`config.mk`:
```
export PLATFORM = sky130hd
export DESIGN_NAME = dual_serial_regs
export DESIGN_NICKNAME = d
export VERILOG_FILES = /design/src/rtl/sccr_pkg.sv /design/src/rtl/sccr_decode.sv /design/src/rtl/sccr_channel.sv /design/src/rtl/sccr_pending.sv /design/src/rtl/dual_serial_regs.sv
export SDC_FILE = /design/constraint.sdc
export NUM_CORES = 1
export LEC_CHECK = 0
export ABC_AREA = 1
export BUFFER_PORTS_ARGS = -buffer_cell sky130_fd_sc_hd__buf_2
export CAP_MARGIN = 20
export CORE_MARGIN = 4
export CORE_UTILIZATION = 40
export CTS_CLUSTER_DIAMETER = 40
export DETAILED_ROUTE_END_ITERATION = 10
export MAX_ROUTING_LAYER = met4
export PLACE_DENSITY = 0.59
export SLEW_MARGIN = 20
export SYNTH_ARGS = -nofsm -noshare
export SYNTH_HDL_FRONTEND = slang
export SYNTH_SLANG_ARGS = --single-unit
```
`constraint.sdc`:
```
create_clock -name clk -period 1.8 [get_ports clk]
set_clock_uncertainty 0.15 [all_clocks]
set_input_delay 0.18 -clock clk [delete_from_list [all_inputs] [get_ports clk]]
set_output_delay 0.18 -clock clk [all_outputs]
set_load 0.05 [all_outputs]
```
`src/rtl/sccr_pkg.sv`:
```
package sccr_pkg;
  localparam int NCH = 2;
  localparam int DW  = 8;
  localparam int PW  = 4;
  localparam int CODE_LSB = 3;

  // read register 0 layout
  localparam int RR0_RXRDY = 0;
  localparam logic [DW-1:0] RR0_FIXED = 8'h2C;

  // pending register layout: transmit and receive bit per channel
  localparam int PEND_TX_B = 1;
  localparam int PEND_RX_B = 2;
  localparam int PEND_TX_A = 4;
  localparam int PEND_RX_A = 5;

  // write register fields
  localparam logic [PW-1:0] WREG_IEN = 4'd1;
  localparam logic [PW-1:0] WREG_MST = 4'd9;
  localparam logic [PW-1:0] RREG_PND = 4'd3;
  localparam int IEN_TIE     = 1;
  localparam int IEN_RIE_LSB = 3;
  localparam int MST_MIE     = 3;

  localparam logic [DW-1-CODE_LSB:0] CLR_CODE = 5'b00111;

  typedef struct packed {
    logic ctl_wr;
    logic ctl_rd;
    logic dat_wr;
    logic dat_rd;
  } acc_t;
endpackage

```
`src/rtl/sccr_decode.sv`:
```
module sccr_decode
  import sccr_pkg::*;
(
  input  logic [1:0]          bus_addr,
  input  logic                bus_rd,
  input  logic                bus_wr,
  output acc_t [NCH-1:0]      acc
);
  for (genvar c = 0; c < NCH; c++) begin : g_dec
    logic hit;
    assign hit = (bus_addr[1] == c[0]);
    always_comb begin
      acc[c].ctl_wr = hit & bus_wr & ~bus_addr[0];
      acc[c].ctl_rd = hit & bus_rd & ~bus_wr & ~bus_addr[0];
      acc[c].dat_wr = hit & bus_wr & bus_addr[0];
      acc[c].dat_rd = hit & bus_rd & ~bus_wr & bus_addr[0];
    end
  end
endmodule

```
`src/rtl/sccr_channel.sv`:
```
module sccr_channel
  import sccr_pkg::*;
#(
  parameter bit IS_A = 1'b0
) (
  input  logic          clk,
  input  logic          rst_n,
  input  acc_t          acc,
  input  logic [DW-1:0] wdata,
  input  logic          rx_set,
  input  logic [DW-1:0] rx_data,
  input  logic          rx_valid,
  output logic          rx_ready,
  output logic [DW-1:0] tx_data,
  output logic          tx_valid,
  output logic [DW-1:0] rd_byte,
  output logic          tie,
  output logic [1:0]    rie,
  output logic          mie,
  output logic          rx_avail,
  output logic          clr_cmd,
  output logic [PW-1:0] ptr
);
  logic [PW-1:0] ptr_q;
  logic          ptr_zero;
  logic [PW-1:0] ptr_load;
  logic          rxrdy_q;
  logic          full_q;
  logic [DW-1:0] hold_q;
  logic          tie_q;
  logic [1:0]    rie_q;
  logic [DW-1:0] tx_q;
  logic          txv_q;
  logic          accept;

  assign ptr_zero = (ptr_q == '0);
  assign ptr_load = (wdata[DW-1:PW] == '0) ? wdata[PW-1:0]
                                           : {1'b0, wdata[PW-2:0]};
  assign clr_cmd  = acc.ctl_wr & ptr_zero &
                    (wdata[DW-1:CODE_LSB] == CLR_CODE);

  // register pointer
  always_ff @(posedge clk) begin
    if (!rst_n) begin
      ptr_q <= '0;
    end else if (acc.ctl_wr && ptr_zero) begin
      ptr_q <= ptr_load;
    end else if (acc.ctl_wr || acc.ctl_rd) begin
      ptr_q <= '0;
    end
  end

  // interrupt enable register
  always_ff @(posedge clk) begin
    if (!rst_n) begin
      tie_q <= 1'b0;
      rie_q <= '0;
    end else if (acc.ctl_wr && ptr_q == WREG_IEN) begin
      tie_q <= wdata[IEN_TIE];
      rie_q <= wdata[IEN_RIE_LSB +: 2];
    end
  end

  // master enable lives in channel A only
  if (IS_A) begin : g_mst
    logic mie_q;
    always_ff @(posedge clk) begin
      if (!rst_n) begin
        mie_q <= 1'b0;
      end else if (acc.ctl_wr && ptr_q == WREG_MST) begin
        mie_q <= wdata[MST_MIE];
      end
    end
    assign mie = mie_q;
  end else begin : g_nomst
    assign mie = 1'b0;
  end

  // receive holding register
  assign rx_ready = ~full_q;
  assign accept   = rx_valid & ~full_q;
  assign rx_avail = full_q & ~acc.dat_rd;

  always_ff @(posedge clk) begin
    if (!rst_n) begin
      full_q <= 1'b0;
      hold_q <= '0;
    end else if (accept) begin
      full_q <= 1'b1;
      hold_q <= rx_data;
    end else if (acc.dat_rd) begin
      full_q <= 1'b0;
    end
  end

  always_ff @(posedge clk) begin
    if (!rst_n) begin
      rxrdy_q <= 1'b0;
    end else if (rx_set) begin
      rxrdy_q <= 1'b1;
    end else if (acc.dat_rd) begin
      rxrdy_q <= 1'b0;
    end
  end

  // transmit strobe
  always_ff @(posedge clk) begin
    if (!rst_n) begin
      txv_q <= 1'b0;
      tx_q  <= '0;
    end else begin
      txv_q <= acc.dat_wr & (wdata != '0);
      if (acc.dat_wr && wdata != '0) tx_q <= wdata;
    end
  end

  // read mux for read register 0 and the data port
  always_comb begin
    rd_byte = '0;
    if (acc.ctl_rd && ptr_zero) begin
      rd_byte = RR0_FIXED;
      rd_byte[RR0_RXRDY] = rxrdy_q;
    end else if (acc.dat_rd && full_q) begin
      rd_byte = hold_q;
    end
  end

  assign tie      = tie_q;
  assign rie      = rie_q;
  assign tx_data  = tx_q;
  assign tx_valid = txv_q;
  assign ptr      = ptr_q;
endmodule

```
`src/rtl/sccr_pending.sv`:
```
module sccr_pending
  import sccr_pkg::*;
(
  input  logic           clk,
  input  logic           rst_n,
  input  logic [NCH-1:0] tx_set,
  input  logic           clr,
  input  logic [NCH-1:0] rx_avail,
  input  logic [NCH-1:0] tie,
  input  logic [NCH-1:0] rie_any,
  input  logic           mie,
  output logic [NCH-1:0] rx_set,
  output logic [DW-1:0]  pend,
  output logic           irq
);
  logic [NCH-1:0] tx_q, rx_q, tx_after, rx_next;
  logic           tx_active;

  assign tx_after  = (clr ? '0 : tx_q) | tx_set;
  assign tx_active = |(tx_after & tie);
  assign rx_next   = tx_active ? '0 : rx_avail;
  assign rx_set    = rx_next;

  always_ff @(posedge clk) begin
    if (!rst_n) begin
      tx_q <= '0;
      rx_q <= '0;
    end else begin
      tx_q <= tx_after;
      rx_q <= rx_next;
    end
  end

  always_comb begin
    pend = '0;
    pend[PEND_TX_B] = tx_q[0];
    pend[PEND_RX_B] = rx_q[0];
    pend[PEND_TX_A] = tx_q[1];
    pend[PEND_RX_A] = rx_q[1];
  end

  assign irq = mie & (|(tx_q & tie) | |(rx_q & rie_any));
endmodule

```
`src/rtl/dual_serial_regs.sv`:
```
module dual_serial_regs
  import sccr_pkg::*;
(
  input  logic                clk,
  input  logic                rst_n,
  input  logic [1:0]          bus_addr,
  input  logic                bus_rd,
  input  logic                bus_wr,
  input  logic [DW-1:0]       bus_wdata,
  output logic [DW-1:0]       bus_rdata,
  output logic                irq,
  input  logic [NCH*DW-1:0]   rx_data,
  input  logic [NCH-1:0]      rx_valid,
  output logic [NCH-1:0]      rx_ready,
  output logic [NCH*DW-1:0]   tx_data,
  output logic [NCH-1:0]      tx_valid
);
  acc_t [NCH-1:0]     acc;
  logic [NCH-1:0]     tie, rie_any, mie, rx_avail, clr_cmd, rx_set, dat_wr;
  logic [NCH*DW-1:0]  rd_flat;
  logic [NCH*PW-1:0]  ptr_flat;
  logic [DW-1:0]      pend_byte;
  logic               mie_any;
  logic               pend_sel;

  sccr_decode u_dec (
    .bus_addr (bus_addr),
    .bus_rd   (bus_rd),
    .bus_wr   (bus_wr),
    .acc      (acc)
  );

  for (genvar c = 0; c < NCH; c++) begin : g_ch
    logic [1:0] rie;
    sccr_channel #(.IS_A(c == 1)) u_ch (
      .clk      (clk),
      .rst_n    (rst_n),
      .acc      (acc[c]),
      .wdata    (bus_wdata),
      .rx_set   (rx_set[c]),
      .rx_data  (rx_data[c*DW +: DW]),
      .rx_valid (rx_valid[c]),
      .rx_ready (rx_ready[c]),
      .tx_data  (tx_data[c*DW +: DW]),
      .tx_valid (tx_valid[c]),
      .rd_byte  (rd_flat[c*DW +: DW]),
      .tie      (tie[c]),
      .rie      (rie),
      .mie      (mie[c]),
      .rx_avail (rx_avail[c]),
      .clr_cmd  (clr_cmd[c]),
      .ptr      (ptr_flat[c*PW +: PW])
    );
    assign rie_any[c] = |rie;
    assign dat_wr[c]  = acc[c].dat_wr;
  end

  assign mie_any = |mie;

  sccr_pending u_pend (
    .clk      (clk),
    .rst_n    (rst_n),
    .tx_set   (dat_wr),
    .clr      (|clr_cmd),
    .rx_avail (rx_avail),
    .tie      (tie),
    .rie_any  (rie_any),
    .mie      (mie_any),
    .rx_set   (rx_set),
    .pend     (pend_byte),
    .irq      (irq)
  );

  assign pend_sel  = acc[1].ctl_rd & (ptr_flat[PW +: PW] == RREG_PND);
  assign bus_rdata = pend_sel ? pend_byte : (rd_flat[0 +: DW] | rd_flat[DW +: DW]);
endmodule

```
==> results of run 1 <==
## worst register-to-register path: cells and delay by family, from the launching register on
| family | cells | cell delay [ps] |
|---|---|---|
| flip-flops | 1 | 350 |
| AND/OR/NAND/NOR | 9 | 980 |
## cell usage after synthesis (2+ instances only)
library cell	instances	share of area
clkbuf_1	6	0.0094
nand4_1	6	0.016
a22oi_1	2	0.0062
nor3_1	2	0.0042
nor3_2	2	0.0083
nand2_1	58	0.090
nand3_2	5	0.021
buf_4	6	0.019
o21ai_0	36	0.075
dfxtp_1	57	0.47
nor2_1	72	0.11
nand2_2	4	0.010
a21oi_1	26	0.054
nand3_1	10	0.021
nor2_4	3	0.014
inv_1	24	0.037
a22o_1	2	0.0073
## metal layers
metal,share of wire,vias up
li1,-,1240
met1,0.51,1085
met2,0.43,48
met3,0.046,11
met4,0.016,0
met5,0,-
## logic make-up after synthesis
family,share of synthesized area
buf+inv,0.0671
compound gates,0.146
flops,0.474
simple gates,0.313
## final timing paths
check	to	slack (ps)	depth (start not counted)
hold reg to reg	g_ch[1].u_ch.tx_data[3]$_SDFFE_PN0P_	310	2
setup reg to reg	g_ch[0].u_ch.rxrdy_q$_SDFFE_PN0P_	270	9
setup / recovery	bus_rdata[0]	90	8
hold / removal	g_ch[1].u_ch.ptr[0]$_SDFFE_PN0P_	10	3
## what timing repair did
action,CTS,global route
gates resized for setup,14,11
hold endpoints to repair,27,0
hold buffers,22,0
cloned,0,0
setup endpoints to repair,8,8
pin swaps,1,5
## flip-flops by register name, summed over array words and instances (netlist names)
register,count
g_ch.u_ch.tx_data,16
g_ch.u_ch.ptr,8
g_ch.u_ch.rie,4
g_ch.u_ch.full_q,2
g_ch.u_ch.rxrdy_q,2
g_ch.u_ch.tx_valid,2
u_pend.tx_q,2
u_pend.rx_q,2
g_ch.u_ch.tie,2
g_ch.u_ch.hold_q,16
g_ch.u_ch.mie,1
## layout make-up
| type | instances | share of cell area |
|---|---|---|
| clock inverter | 5 | 0.0100 |
| timing repair buffer | 90 | 0.190 |
| multi-input combinational | 233 | 0.352 |
| sequential | 57 | 0.351 |
| clock buffer | 11 | 0.0404 |
| inverter | 25 | 0.0288 |
| tap | 72 | 0.0277 |
## report_power, final
part           leakage, nW  internal, mW  switching [mW]
clock               0.0753         0.494           0.522
sequential           0.467          1.33          0.0398
combinational        0.946         0.148           0.270
==> metrics.md, run 1 <==
| Metric | Value |
|---|---|
| Vias | `2384` |
| Hold Startpoint | `bus_wdata[0]` |
| Worst setup startpoint | `bus_addr[1]` |
| First-pass detailed-route iteration total | `6` |
| Worst Path Required | `1470 ps` |
| Sinks on the clock net | `57` |
| FFs w/ async S/R, synth | `0` |
| Crit Path Category | `in2out` |
| Slew Viols, Final | `0` |
| Die span in y | `85.6 µm` |
| Nets | `around 450` |
| # diodes | `0` |
| Row count | `27` |
| CTS clk-pin slew, worst paths | `60 ps` |
| DP Cell Count | `approximately 460` |
| CP Max Fanout | `8` |
| Finished Layout Cells | `approximately 500` |
| RSZ-0062 raised after global routing | `yes` |
| Area taken by multi-input logic gates | `roughly 1100 µm²` |
| Setup-failing EPs final | `0` |
| Most frequent cells in the layout | `nor2_1, nand2_1, dfxtp_1, buf_2, o21ai_0` |
| Commonest non-fill, non-tap cell in the layout | `nor2_1` |
| Placed instance area | `2790 µm²` |
| Area growth syn-to-layout | `35.2%` |
| Syn avg cell area | `7.36 µm²` |
| Gr ovfl total | `0` |
| Hold Slack | `12.7 ps` |
| Final hold vios | `0` |
| Synth Net Count | `~360` |
| Antenna Nets Post-Route | `0` |
| Dpl hpwl | `approximately 4700 µm` |
| Initial drt markers | `97` |
| DRC | `0` |
| Top delay family on crit path | `simple AND/OR/NAND/NOR gates` |
| Final worst path period share | `0.953` |
| Post-Syn Area | `2410 µm²` |
| Post-layout util | `0.573` |
| Critical Path, Cell by Cell | `buf_2 -> inv_1 -> nor3_2 -> nand2_1 -> nor2_4 -> nand2_1 -> nand4_1 -> buf_6` |
| Reg2reg start | `g_ch[1].u_ch.ptr[0]$_SDFFE_PN0P_` |
| Ports | `61` |
| Mapped Cells | `about 330` |
| Sequential share of the synthesized area | `0.474` |
| Met3 Usage GRT | `0.0394` |
| Buf/Inv on CP | `3` |
| Met1 Usage GRT | `0.265` |
| Slew margin rel. | `0.758` |
| Mean number of vias per cell | `4.84` |
| CTS buffer count | `9` |
| Worst EP arrival | `1380 ps` |
| Setup ws final | `approximately 85 ps` |
| Worst vdd ir | `539 µV` |
| Busiest grt layer | `met1` |
| Measured slew at the worst slew-check pin | `362 ps` |
| Max incr delay on CP | `200 ps` |
| Number of max-cap violations | `0` |
| H-tree depth | `3` |
| Largest net degree at the start of global routing | `22` |
| Clock Latency Late Sink | `330 ps` |
| Status | `completed` |
| Top_reg_cell synth | `dfxtp_1` |
| Die X | `85.6 µm` |
| Port bufs | `60` |
| Tot GR Track Use | `0.191` |
| Synth unique cells | `23` |
| Routed wire length | `between 6000 and 7000 µm` |
| Most used cell, CP | `nand2_1` |
| TritonCTS clock tree | `yes` |
| Fin Setup TNS | `0 ps` |
| Vias in the first global route | `2211` |
| Core box area | `between 5000 and 6000 µm²` |
| Power density over the cells | `between 800 and 900 nW/µm²` |
| Share of cells above drive strength 1 | `0.254` |
| Design Area, Final | `3250 µm²` |
| M2 GR Usage | `0.265` |
| FF+latch count, synth | `57` |
| Fillers | `566` |
| Leak pwr | `1.49 nW` |
| Placer Congestion | `0.857` |
| First-pass GRT wire length | `10700 µm` |
| Postcts setup bufs | `0` |
| Place WS | `18.6 ps` |
| Routed len/inst | `between 10 and 15 µm` |
| Peak Freq | `approximately 600 MHz` |
| Die area | `approximately 7300 µm²` |
| CP max-delay cell | `nor3_2` |
| Root Driver | `clkbuf_8` |
| CTS Buffer Depth | `2` |
| Period minus WS final | `1710 ps` |
| Seq. cell area | `1140 µm²` |
| Synth warn | `0` |
| Final Total Pwr | `roughly 2.8 mW` |
| Post-synth EDFFs | `0` |
| Startpoint Class | `input pin` |
| Initial antenna violation count | `0` |
| Crit. End Element | `output port` |
| HP Class | `in2reg` |
| Starting Density | `0.424` |
(Power assumes the default switching activity.)
==> run 2: changes to the inputs <==
--- a/config.mk
+++ b/config.mk
@@ -5,7 +5,6 @@
 export SDC_FILE = /design/constraint.sdc
 export NUM_CORES = 1
 export LEC_CHECK = 0
-export ABC_AREA = 1
 export BUFFER_PORTS_ARGS = -buffer_cell sky130_fd_sc_hd__buf_2
 export CAP_MARGIN = 20
 export CORE_MARGIN = 4
==> metrics.md, run 2 <==
| Metric | Value |
|---|---|
| Status | `finished with violations` |
| Failing checks | `negative setup slack` |
| Measured slew at the worst slew-check pin | `505 ps` |
| Slew Viols, Final | `0` |
| Leak pwr | `1.62 nW` |
| Mean number of vias per cell | `slightly above 5` |
| Port bufs | `60` |
| Core box area | `5680 µm²` |
| Synth warn | `0` |
| Synth unique cells | `38` |
| Routed wire length | `6840 µm` |
| Dpl hpwl | `between 4000 and 5000 µm` |
| Worst EP arrival | `roughly 1900 ps` |
| First-pass detailed-route iteration total | `4` |
| Dominant cell type by area after synthesis | `dfxtp_1` |
| First-pass GRT wire length | `11200 µm` |
| R2R Path End | `g_ch[0].u_ch.tie$_SDFFE_PN0P_` |
| Initial drt markers | `144` |
| Share of cells above drive strength 1 | `0.389` |
| Sequential share of the synthesized area | `0.475` |
| DRC | `0` |
| Startpoint Class | `flop` |
| RSZ-0062 raised after global routing | `yes` |
| DP Cell Count | `414` |
| Count leader, synth | `dfxtp_1` |
| Ports | `approximately 60` |
| Worst Path Required | `1470 ps` |
| Hold Slack | `70.7 ps` |
| FFs w/ async S/R, synth | `0` |
| Starting Density | `0.424` |
| Vias | `2279` |
| Hold Startpoint | `bus_wdata[6]` |
| Hold-critical path endpoint | `g_ch[1].u_ch.tx_data[6]$_SDFFE_PN0P_` |
| Worst vdd ir | `559 µV` |
| Peak Freq | `447 MHz` |
| Finished Layout Cells | `approximately 450` |
| HP Class | `in2reg` |
| Sinks on the clock net | `57` |
| Routed len/inst | `15.1 µm` |
| Largest net degree at the start of global routing | `33` |
| Tot GR Track Use | `0.201` |
| Initial antenna violation count | `0` |
| Final worst path period share | `1.24` |
| Reg2reg start | `g_ch[0].u_ch.ptr[1]$_SDFFE_PN0P_` |
| Clock Latency Late Sink | `340 ps` |
| Antenna Nets Post-Route | `0` |
| Setup-failing EPs final | `11` |
| Final hold vios | `0` |
| Top_reg_cell synth | `dfxtp_1` |
| Placer Congestion | `0.782` |
| Post-Syn Area | `roughly 2400 µm²` |
| Crit Path Category | `reg2out` |
| Power density over the cells | `between 900 and 1000 nW/µm²` |
| Hold Crit Depth | `4` |
| Post-synth EDFFs | `0` |
| Final Total Pwr | `3.31 mW` |
| Synth area leaders | `dfxtp_1, mux2i_1, nor2_1` |
| FF+latch count, synth | `57` |
| # diodes | `0` |
| TritonCTS clock tree | `yes` |
| Crit. End Element | `output port` |
| Setup ws final | `-437 ps` |
| Nets | `between 400 and 500` |
| CTS clk-pin slew, worst paths | `70 ps` |
| CTS buffer count | `9` |
| Period minus WS final | `between 2000 and 2500 ps` |
| Die X | `85.5 µm` |
| CP Max Fanout | `3` |
| Row count | `27` |
| R2R setup slack | `-150 ps` |
| Synth Net Count | `295` |
| Top cells by count, synth | `dfxtp_1, nor2_1, mux2i_1, a22oi_1, nand2_1` |
| Share of the synthesized area in the top cell type | `0.475` |
| Syn avg cell area | `about 9.1 µm²` |
| CTS Buffer Depth | `2` |
| Gr ovfl total | `0` |
| Vias in the first global route | `2335` |
| Most frequent cells in the layout | `dfxtp_1, nor2_1, buf_2, buf_4, mux2i_1` |
| Place WS | `-234 ps` |
| Root Driver | `clkbuf_8` |
| Mapped Cells | `263` |
| Area growth syn-to-layout | `52.8%` |
| Commonest non-fill, non-tap cell in the layout | `dfxtp_1` |
| Number of max-cap violations | `0` |
| Die span in y | `85.5 µm` |
| Worst Reg-to-Reg Cells | `6` |
| Die area | `roughly 7300 µm²` |
| Slew margin rel. | `0.660` |
| H-tree depth | `3` |
[run 2: changes by cell type after synthesis, moves of 5 or more]
cell | previous run | this run
a21oi_1 | 26 | 11
a22oi_1 | 2 | 15
clkbuf_1 | 6 | 11
inv_1 | 24 | 6
mux2i_1 | 0 | 31
nand2_1 | 58 | 15
nand3_1 | 10 | 2
nand3_2 | 5 | 0
nor2_1 | 72 | 52
nor2b_1 | 0 | 6
o21ai_0 | 36 | 9
[run 2: kinds of logic (layout without fill, tap and decap cells)]
logic type / count (synthesis) / after routing / share of synthesized area
mux: 31 / 31 / 0.129
buf+inv: 24 / 141 / 0.0474
compound gates: 50 / 50 / 0.141
simple gates: 101 / 101 / 0.208
flops: 57 / 57 / 0.475
[run 2: worst max path at each step]
stage / depth (start not counted) / startpoint / slack (ps) / to
2_1_floorplan: 3 / bus_wr / -210 / bus_rdata[1]
3_3_place_gp: 5 / g_ch[0].u_ch.ptr[3]$_SDFFE_PN0P_ / -190 / bus_rdata[2]
3_5_place_dp: 6 / bus_addr[1] / -230 / bus_rdata[2]
4_1_cts: 6 / g_ch[0].u_ch.ptr[1]$_SDFFE_PN0P_ / -420 / bus_rdata[3]
5_1_grt: 5 / g_ch[1].u_ch.ptr[2]$_SDFFE_PN0P_ / -520 / bus_rdata[5]
6_report: 5 / g_ch[1].u_ch.ptr[2]$_SDFFE_PN0P_ / -440 / bus_rdata[5]
[run 2: worst max-delay path: stages (launching register included)]
cell,delay (ps)
dfxtp_2,320
or3b_4,410
o32ai_4,320
nand2_2,170
a31oi_4,170
buf_6,180
[run 2: through the flow]
step           setup TNS [ps]  cell area [µm²]  utilization
6_report                -2310             3670        0.647
5_1_grt                 -3510             3670        0.647
4_1_cts                 -2200             3600        0.635
3_5_place_dp            -1240             3020        0.532
3_3_place_gp            -1030             3020        0.532
2_1_floorplan            -857             2440            -
[run 2: cell type report]
class | count | area, µm²
fill | 499 | 2000
multi-input combinational | 182 | 1290
sequential | 57 | 1150
timing repair buffer | 118 | 865
clock buffer | 12 | 155
clock inverter | 4 | 98.8
tap | 72 | 90.1
inverter | 7 | 26.3
[run 2: power breakdown]
part	switching, mW	internal, mW	leakage [nW]
Clock	0.501	0.998	0.127
Sequential	0.0330	1.31	0.468
Combinational	0.254	0.209	1.02
Total	0.789	2.52	1.62
[run 2: what timing repair did]
action | in CTS | in global routing
hold buffers | 20 | 0
pin swaps | 6 | 13
gates resized for setup | 35 | 18
endpoints found under the setup margin | 11 | 21
setup buffers | 2 | 1
endpoints found under the hold margin | 20 | 0
[run 2: per-layer routing]
metal / wire, µm / GRT usage
met1: 3070 / 0.245
met2: 3360 / 0.308
met3: 296 / 0.0605
met4: 114 / 0.0878
met5: 0 / -
==> run 3: changes to the inputs <==
--- a/config.mk
+++ b/config.mk
@@ -12,8 +12,9 @@
 export CTS_CLUSTER_DIAMETER = 40
 export DETAILED_ROUTE_END_ITERATION = 10
 export MAX_ROUTING_LAYER = met4
-export PLACE_DENSITY = 0.59
+export PLACE_DENSITY = 0.58
 export SLEW_MARGIN = 20
 export SYNTH_ARGS = -nofsm -noshare
 export SYNTH_HDL_FRONTEND = slang
+export SYNTH_HIERARCHICAL = 1
 export SYNTH_SLANG_ARGS = --single-unit
==> constraint.sdc (replaced) <==
create_clock -name clk -period 2.64 [get_ports clk]
set_clock_uncertainty 0.15 [all_clocks]
set_input_delay 0.264 -clock clk [delete_from_list [all_inputs] [get_ports clk]]
set_output_delay 0.264 -clock clk [all_outputs]
set_load 0.05 [all_outputs]
==> metrics.md, run 3 <==
| Metric | Value |
|---|---|
| Largest net degree at the start of global routing | `27` |
| R2R Path End | `g_ch[0].u_ch/rxrdy_q$_SDFFE_PN0P_` |
| Fillers | `slightly above 700` |
| CTS buffer count | `9` |
| Post-CTS Resized | `0` |
| CP Max Fanout | `5` |
| Final worst path period share | `0.915` |
| Slew margin rel. | `0.568` |
| Routed wire length | `6840 µm` |
| Starting Density | `0.414` |
| Peak Freq | `414 MHz` |
| Postcts setup bufs | `0` |
| Post-synth EDFFs | `0` |
| Area growth syn-to-layout | `21.2%` |
| Placed instance area | `3210 µm²` |
| Commonest non-fill, non-tap cell in the layout | `buf_2` |
| Sequential share of the synthesized area | `0.404` |
| Count leader, synth | `dfxtp_1` |
| RSZ-0062 raised after global routing | `no` |
| Power density over the cells | `595 nW/µm²` |
| R2R setup slack | `470 ps` |
| Port bufs | `60` |
| Worst EP arrival | `2000 ps` |
| Nets | `423` |
| Post-layout util | `0.501` |
| Mean number of vias per cell | `5.01` |
| Synth unique cells | `50` |
| Post-synthesis adder-cell area fraction | `0` |
| Top_reg_cell synth | `dfxtp_1` |
| Core box area | `6830 µm²` |
| Final hold vios | `0` |
| CTS clk-pin slew, worst paths | `around 70 ps` |
| Crit. End Element | `output port` |
| FFs w/ async S/R, synth | `0` |
| Worst Path Required | `2230 ps` |
| Reg2reg start | `g_ch[1].u_ch/ptr[0]$_SDFFE_PN0P_` |
| Synth warn | `6` |
| Share of cells above drive strength 1 | `0.278` |
| Post-Syn Area | `around 2800 µm²` |
| Dpl hpwl | `4980 µm` |
| # diodes | `0` |
| Leak pwr | `1.45 nW` |
| Gr ovfl total | `0` |
| Antenna Nets Post-Route | `0` |
| Number of max-cap violations | `0` |
| Synth Area in Simple Gates | `0.338` |
| Critical Path End | `bus_rdata[0]` |
| Worst vdd ir | `255 µV` |
| Setup-failing EPs final | `0` |
| Synth area leaders | `dfxtp_1, nand2_1, a21oi_1` |
| Syn avg cell area | `8.62 µm²` |
| Mux contribution to synthesized area | `0.0566` |
| Mapped Cells | `328` |
| Row count | `30` |
| Setup ws final | `roughly 230 ps` |
| Tot GR Track Use | `0.173` |
| Most frequent cells in the layout | `buf_2, dfxtp_1, nand2_1, a21oi_1, nand3_1` |
| HP Class | `in2reg` |
| Place WS | `324 ps` |
| Vias in the first global route | `2313` |
| Hold buffer count at CTS | `0` |
| Period minus WS final | `~2400 ps` |
| Slew Viols, Final | `0` |
| Worst setup startpoint | `g_ch[1].u_ch/ptr[0]$_SDFFE_PN0P_` |
| Die span in y | `92.1 µm` |
| Final Total Pwr | `roughly 2.0 mW` |
| Die area | `8480 µm²` |
| Finished Layout Cells | `491` |
| Root Driver | `clkbuf_8` |
| Hold Slack | `25.1 ps` |
| Measured slew at the worst slew-check pin | `647 ps` |
| Crit Path Category | `reg2out` |
| Die X | `92.1 µm` |
| Compound-Gate Fraction of Synth Area | `0.151` |
| DP Cell Count | `roughly 480` |
| Status | `completed` |
| Routed len/inst | `13.9 µm` |
| Fin Setup TNS | `0 ps` |
| Startpoint Class | `flop` |
| DRC | `0` |
| Initial drt markers | `95` |
| Initial antenna violation count | `0` |
| Placer Congestion | `0.797` |
| Design Area, Final | `between 3000 and 4000 µm²` |
| Vias | `2462` |
| Largest family of logic cells by synthesized area | `simple AND/OR/NAND/NOR gates` |
| FF+latch count, synth | `57` |
| H-tree depth | `3` |
| Share of the synthesized area in the top cell type | `0.404` |
| Post-Synth XOR/XNOR Area | `0` |
| TritonCTS clock tree | `yes` |
| Clock Latency Late Sink | `330 ps` |
| Dominant cell type by area after synthesis | `dfxtp_1` |
| Sinks on the clock net | `57` |
| First-pass GRT wire length | `11200 µm` |
| Ports | `between 60 and 70` |
| First-pass detailed-route iteration total | `4` |
| Top cells by count, synth | `dfxtp_1, nand2_1, a21oi_1, nand3_1, mux2i_1` |
| Worst Reg-to-Reg Cells | `9` |
| CTS Buffer Depth | `2` |
run 3: cell count changes in the layout (fill, tap and decap cells not counted), sizes merged, moves of 7 or more:
cell	change
nor2	-36
nand2	+37
a22oi	-13
and2	+8
dlygate4sd3	-20
mux2i	-15
inv	+7
buf	-34
a21oi	+22
nand3	+28
run 3: final cells by class:
class                      count  area [µm²]  share of cell area
inverter                      15        56.3              0.0164
multi-input combinational    244        1560               0.456
tap                           96         120              0.0351
sequential                    57        1140               0.333
timing repair buffer          64         330              0.0964
clock inverter                 2        35.0              0.0102
clock buffer                  13         179              0.0522
run 3: where the power goes:
group	internal, mW	leakage [nW]	switching, mW
logic	0.0841	0.877	0.172
clock network	0.532	0.112	0.326
registers	0.897	0.465	0.0267
total	1.51	1.45	0.524
run 3: cell families after synthesis:
| family | after synthesis |
|---|---|
| mux | 16 |
| buf+inv | 30 |
| flops | 57 |
| other cells | 2 |
| simple gates | 154 |
| compound gates | 69 |
run 3: metal layers:
metal | track usage | up-vias | share of wire
met1 | 0.231 | 1159 | 0.50
met4 | 0.0817 | 0 | 0.017
met3 | 0.0320 | 9 | 0.027
met5 | - | - | 0
li1 | - | 1262 | -
met2 | 0.251 | 32 | 0.46
run 3: worst min-delay path by stage:
stage / start / endpoint / cells past startpoint
after CTS: rx_data[3] / g_ch[0].u_ch/hold_q[3]$_SDFFE_PN0P_ / 3
after global placement: g_ch[1].u_ch/tx_data[4]$_SDFFE_PN0P_ / g_ch[1].u_ch/tx_data[4]$_SDFFE_PN0P_ / 2
final: rx_data[0] / g_ch[0].u_ch/hold_q[0]$_SDFFE_PN0P_ / 3
after detailed placement: g_ch[1].u_ch/tx_data[5]$_SDFFE_PN0P_ / g_ch[1].u_ch/tx_data[5]$_SDFFE_PN0P_ / 2
after global routing: rx_data[0] / g_ch[0].u_ch/hold_q[0]$_SDFFE_PN0P_ / 3
after floorplan: rst_n / u_pend/tx_q[0]$_SDFF_PN0_ / 1
run 3: worst max-delay path: stages (launching register included):
cell     delay (ps)
dfxtp_1         380
nor4_4          430
nand2_1         170
a41o_1          280
nor2_1          110
mux2i_1          90
buf_2           220
